===== config.mk =====
export PLATFORM = sky130hd
export DESIGN_NAME = desat_guard
export DESIGN_NICKNAME = d
export VERILOG_FILES = /design/src/rtl/desat_guard.sv
export SDC_FILE = /design/constraint.sdc
export NUM_CORES = 1
export LEC_CHECK = 0
export BUFFER_PORTS_ARGS = -buffer_cell sky130_fd_sc_hd__buf_2
export CORE_MARGIN = 2
export CORE_UTILIZATION = 63
export CTS_CLUSTER_DIAMETER = 150
export DETAILED_ROUTE_END_ITERATION = 6
export GPL_TIMING_DRIVEN = 0
export PLACE_DENSITY_LB_ADDON = 0.15
export SLEW_MARGIN = 20
export SYNTH_ARGS = -nofsm -noshare
export SYNTH_HDL_FRONTEND = slang
export SYNTH_SLANG_ARGS = --single-unit

===== constraint.sdc =====
create_clock -name clk -period 4.7 [get_ports clk]
set_input_delay 0.705 -clock clk [delete_from_list [all_inputs] [get_ports clk]]
set_output_delay 0.705 -clock clk [all_outputs]
set_load 0.02 [all_outputs]

===== src/rtl/desat_guard.sv =====
module desat_guard #(
  parameter int CLK_MHZ   = 50,
  parameter int BLANK_CYC = 3 * CLK_MHZ,
  parameter int FILT_CYC  = CLK_MHZ,
  parameter int SSD_CYC   = (96 * CLK_MHZ) / 10
) (
  input  logic clk,
  input  logic rst_n,
  input  logic cmd_on,
  input  logic hold,
  input  logic desat_in,
  output logic pu_en,
  output logic pd_en,
  output logic ssd_en,
  output logic desat_active,
  output logic ssd_done
);
  localparam int BW = $clog2(BLANK_CYC + 1);
  localparam int FW = $clog2(FILT_CYC + 1);
  localparam int SW = $clog2(SSD_CYC + 1);

  typedef enum logic [1:0] {ST_RUN, ST_SSD, ST_LOCK} st_t;

  st_t           st;
  logic          out_on, s1, s2;
  logic [BW-1:0] blank_cnt;
  logic [FW-1:0] filt_cnt;
  logic [SW-1:0] ssd_cnt;

  wire running = (st == ST_RUN);
  wire sensing = running && out_on && (blank_cnt == BW'(0));
  wire trip    = sensing && s2 && (filt_cnt == FW'(FILT_CYC - 1));
  wire turn_on = running && !hold && cmd_on && !out_on;

  always_ff @(posedge clk or negedge rst_n)
    if (!rst_n) begin
      s1 <= 1'b0;
      s2 <= 1'b0;
    end else begin
      s1 <= desat_in;
      s2 <= s1;
    end

  always_ff @(posedge clk or negedge rst_n)
    if (!rst_n)                  blank_cnt <= '0;
    else if (turn_on)            blank_cnt <= BW'(BLANK_CYC);
    else if (blank_cnt != BW'(0)) blank_cnt <= blank_cnt - BW'(1);

  always_ff @(posedge clk or negedge rst_n)
    if (!rst_n)                  filt_cnt <= '0;
    else if (sensing && s2 && !trip) filt_cnt <= filt_cnt + FW'(1);
    else                         filt_cnt <= '0;

  always_ff @(posedge clk or negedge rst_n)
    if (!rst_n) begin
      st       <= ST_RUN;
      out_on   <= 1'b0;
      ssd_cnt  <= '0;
      ssd_done <= 1'b0;
    end else begin
      ssd_done <= 1'b0;
      case (st)
        ST_RUN:
          if (trip) begin
            st      <= ST_SSD;
            out_on  <= 1'b0;
            ssd_cnt <= SW'(SSD_CYC - 1);
          end else if (!hold) out_on <= cmd_on;
        ST_SSD:
          if (ssd_cnt == SW'(0)) begin
            st       <= ST_LOCK;
            ssd_done <= 1'b1;
          end else ssd_cnt <= ssd_cnt - SW'(1);
        default:
          if (!cmd_on) st <= ST_RUN;
      endcase
    end

  assign pu_en        = running && out_on;
  assign pd_en        = (running && !out_on) || (st == ST_LOCK);
  assign ssd_en       = (st == ST_SSD);
  assign desat_active = ssd_en;
endmodule


# Word-level counts from Yosys, hierarchy flattened
# Cells that the tools add are included.
[op_classes]
add_sub_neg = 3
n_mux = 14
n_shift = 0
order_cmp = 0
n_bitwise = 0
eq_ne = 8
reduce_logical = 22
div_mod_pow = 0
mul = 0
[ops]
columns = ["cell", "n"]
rows = [
  ["9-bit 2-to-1 mux", 2],
  ["9-bit case mux with 2 select lines", 1],
  ["8-bit 2-to-1 mux", 2],
  ["1-bit logical AND", 9],
  ["9-bit logical NOT", 1],
  ["9-bit by 1-bit subtractor with 9-bit output (second input constant)", 1],
  ["8-bit logical NOT", 1],
  ["8-bit nonzero test", 1],
  ["8-bit by 1-bit subtractor with 8-bit output (second input constant)", 1],
  ["6-bit by 1-bit adder with 6-bit output (second input constant)", 1],
  ["6-bit == test (second input constant)", 1],
  ["2-bit 2-to-1 mux", 3],
  ["6-bit 2-to-1 mux", 1],
  ["2-bit by 1-bit inequality test with 1-bit output (second input constant)", 3],
  ["3-bit AND reduction", 2],
  ["1-bit 2-to-1 mux", 4],
  ["2-bit case mux with 2 select lines", 1],
  ["2-bit nonzero test", 2],
  ["1-bit logical NOT", 3],
  ["3-bit by 1-bit inequality test with 1-bit output (second input constant)", 1],
  ["2-bit by 1-bit == test with 1-bit output (second input constant)", 1],
  ["2-bit == test (second input constant)", 1],
  ["2-bit logical NOT", 1],
  ["2-bit inequality test (second input constant)", 1],
  ["other kinds (2)", 2],
]
[totals]
ram_bits = 0
mem_count = 0
wordCells = 55
reg_bits = 29
mem_bits_ro = 0
out_inout_bits = 5
latchBits = 0

# Logic depth before layout (Yosys ltp)
[depth]
ltp_word = 8
mapped_depth = 6

# Worst setup path after synthesis
# OpenSTA, ideal clock, no wires.
[synth_timing]
path_type = "reg-to-reg"
from = "reg st[1]"
to = "reg ssd_cnt[5]"
path_stages_with_launch = 5
setup_slack_ps = 2893
period_less_slack_ps = 1807
arrival_ps = 1688
t_required_ps = 4581
cell_sequence = "dfrtp_1 -> nor3b_1 -> and4_1 -> nand2_1 -> a21bo_2"
[synth_between]
elab_chain_len = 7
word_cells_on_any_way = 11
[synth_rtl]
columns = ["item", "line", "source"]
rows = [
  ["start, declared", "24", "st_t st;"],
  ["start signal, assigned", "56", "st <= ST_RUN;"],
  ["start signal, assigned", "65", "st <= ST_SSD;"],
  ["start signal, assigned", "71", "st <= ST_LOCK;"],
  ["2-bit logical NOT", "30", "wire running = (st == ST_RUN);"],
  ["1-bit logical AND", "--", ""],
  ["net pu_en", "12", "output logic pu_en,"],
  ["1-bit logical AND", "31", "wire sensing = running && out_on && (blank_cnt == BW'(0));"],
  ["1-bit logical AND (2 in series)", "32", "wire trip = sensing && s2 && (filt_cnt == FW'(FILT_CYC - 1));"],
  ["2-bit by 1-bit inequality test with 1-bit output (no source line)", "--", ""],
  ["3-bit AND reduction (no source line)", "--", ""],
  ["end signal, assigned", "67", "ssd_cnt <= SW'(SSD_CYC - 1);"],
  ["end signal, assigned", "73", "end else ssd_cnt <= ssd_cnt - SW'(1);"],
  ["end, declared", "28", "logic [SW-1:0] ssd_cnt;"],
]
# The timed path passes the listed nets, and every way through them passes these cells.
# A chain may end at the register's enable or synchronous reset.

# Worst setup path in the final report
[layout_timing]
from = "reg st[1]"
to = "out ssd_en"
[layout_between]
elab_chain_len = 1
[layout_rtl]
columns = ["item", "line", "source"]
rows = [
  ["2-bit by 1-bit == test with 1-bit output", "81", "assign ssd_en = (st == ST_SSD);"],
  ["end, declared", "14", "output logic ssd_en,"],
]
# No other way between the ends.

==> results.ini <==
[status]
status=finished clean

[sta]
crit_share_post_route_pct=46.56
post-route-min-period_ps=2188
timing.fmax_mhz=457.0
timing.final.setup_violations=0
max_slew_margin_pct=58.37
final-hold-violation-count=0
sum_of_negative_setup_slack_ps=0
rsz_0062_raised_after_global_routing=no
tightest_slew_ps=624.5
finClkSkew_ps=8.188
final-max-slew-violation-count=0

[flow_run]
drv_cap=0

[clock_tree]
number_of_buffers_created_by_cts=5
cts_tree=yes
cts-root-buf=clkbuf_4
cts_hold_repair.buffers=0
worst_skew_pair.late_latency_ps=320
clkTransAtPathRegs_ps=90
post_cts_resized=0
ctsHtreeMaxLevel=2
ctsLongestPathBuffers=2
tritoncts_num_sinks=29
cts_setup_buffers=0

[synthesis]
yosysUniqueCellTypes=42
syn-instance-count=144
synthArstFlopShare_pct=100.0
multiplexer_area_fraction_after_synthesis_pct=2.046
mappedNetlistNets=154
synth_top_family_by_area=simple AND/OR/NAND/NOR gates
synth_compound_gate_area_share_pct=14.49
synth.avg_cell_area_um2=10.19
ys_ff_latch=29
synthesis.area_um2=1468
synth_area_in_adders_pct=4.263
synth_flop_cell=dfrtp_1
synth-edff-count=0
synth_xor_xnor_area_share_pct=5.371
synth_seq_area_share_pct=49.45
synth_simple_gate_area_share_pct=21.31
synthesis.yosys.warnings=0

[floorplanning]
io_pins=10
die_x_um=52.27
design.core.area_um2=2212
die_area_um2=2732
die_height_um=52.27
initial_utilization_pct=66.35
number_of_rows_created_at_floorplan=17

[layout]
final_cell_area_um2=1597
fill_cell_instance_count_of_the_final_layout=153
layout-area-overhead-vs-synth_pct=8.781
fin_nets=170
drive_above_1_share_pct=15.53
layout.cells.non_filler=189
num_antenna_cells=0
utilization_pct=72.17

[worst_setup_path]
worstRegToRegCells=6
worstSetupPathType=register to primary output
cp_max_fo=7
cp.buffers_inverters=4
critical_path_required_ps=3990
timing.critical_path.cells=inv_1 > nand2_1 > inv_1 > buf_4 > buf_2
critical-path-top-delay-family=buffers and inverters
cp_num_cells=5
worstSetupEndpointType=primary output
critical_path.startpoint_type=register
worst_ep_arrival_time_ps=1480
critPathSlowestCell=dfrtp_1
critical_path.most_common_cell=inv_1
cp_slowest_stage_delay_ps=440

[global_routing]
first_global_vias=1099
grt-ovfl-total=0
grt_max_degree=30
grt_first_pass_wirelength_um=4678
grt_usage_pct=23.97
grt_antenna_before_repair=0

[drt]
number_of_antenna_violating_nets_in_the_routed_design=0
num_vias=1065
routed_wl_um=2730
drt_first_pass_iters=4
drt_iter0_markers=19
route.detailed.wl_per_inst_um=14.44
detail_route.vias_per_cell=5.635
count_of_unresolved_drc_violations_after_routing=0

[min_path]
worst_hold_path_type=register to register
hold_path_depth=0

[placed_design]
place.detailed.hpwl_um=1949
placedInstanceArea_um2=1548
port-buffer-count=9
globalplace.congestion=0.8124
total_instance_count_after_detailed_placement=181

[power_and_ir_drop]
power_density_nw_per_um2=356.9
vdd_ir_drop_max_mv=0.3367
leakagePower_nw=0.7487
totalPowerFinal_uw=569.8

==> Yosys cell counts, types with 2 or more instances <==
| master | instances | share of area, % |
|---|---|---|
| nand2_1 | 10 | 2.6 |
| nand3_1 | 3 | 1.0 |
| nor3_1 | 6 | 2.0 |
| inv_1 | 10 | 2.6 |
| dfrtp_1 | 29 | 49 |
| o21ai_0 | 7 | 2.4 |
| a21oi_1 | 6 | 2.0 |
| mux2i_1 | 3 | 2.0 |
| o31ai_1 | 3 | 1.5 |
| nor3b_1 | 3 | 1.5 |
| xor2_1 | 4 | 2.4 |
| nor2_1 | 19 | 4.9 |
| or3_1 | 2 | 0.85 |
| ha_1 | 5 | 4.3 |
| o211ai_1 | 2 | 1.0 |
| nor4_1 | 2 | 0.85 |
| xnor2_1 | 5 | 3.0 |
==> where the power goes <==
part / switching (mW) / internal [mW] / total (mW) / leakage [nW]
Sequential: 0.0360 / 0.281 / 0.317 / 0.381
Combinational: 0.0592 / 0.0498 / 0.109 / 0.342
Clock: 0.0840 / 0.0595 / 0.144 / 0.0265
Total: 0.179 / 0.391 / 0.570 / 0.749
==> registers in the layout (all words and copies together) (netlist names) <==
signal and count:
blank_cnt 8, filt_cnt 6, out_on 1, s1 1
s2 1, ssd_cnt 9, ssd_done 1, st 2
==> placed cells by master, fill, tap and decap left out, drive strengths merged, types with 4 or more instances in the layout <==
master   n
dfrtp   29
nor2    19
inv     10
nand2   10
buf     10
o21ai    8
clkbuf   8
a21oi    7
nor3     7
xnor2    5
ha       5
xor2     4
o31ai    4
==> per-stage QoR <==
step,worst slack (ps),hold WS [ps]
after floorplan,2893,331.2
after global routing,2411,365.4
after detailed placement,2736,339.4
after global placement,2771,337.9
after CTS,2517,360.1
final,2512,360.7
==> area by class of cell <==
cell class	count	area, um2	share of cell area [%]
sequential	29	725.7	45.45
multi-input combinational	104	696.9	43.65
clock buffer	8	48.80	3.056
timing repair buffer	9	45.04	2.821
inverter	10	37.54	2.351
tap	28	35.03	2.194
buffer	1	7.507	0.4702
==> cell families after synthesis <==
group,count (synthesis)
and+or+nand+nor,58
AOI/OAI and AO/OA,29
DFF,29
buffers and inverters,11
xor gates and xnor gates,9
adders and majority gates,5
muxes,3
==> worst paths after layout <==
kind / start / endpoint / slack, ps
setup reg to reg: blank_cnt[0] / ssd_cnt[5] / 2700
min in group asynchronous: rst_n / blank_cnt[0] / 380
max in group asynchronous: rst_n / blank_cnt[3] / 3900
hold reg to reg: s1 / s2 / 360
hold / removal: s1 / s2 / 360
setup / recovery: st[1] / ssd_en / 2510
==> layer usage <==
layer  vias to the layer above  global-route usage (%)  wire length (um)
li1                        536                       -                 -
met1                       498                   29.94              1302
met2                        29                   37.97              1295
met3                         2                   9.143               123
met4                         0                   8.547                 9
met5                         -                       0                 0
(Power assumes the default switching activity.)
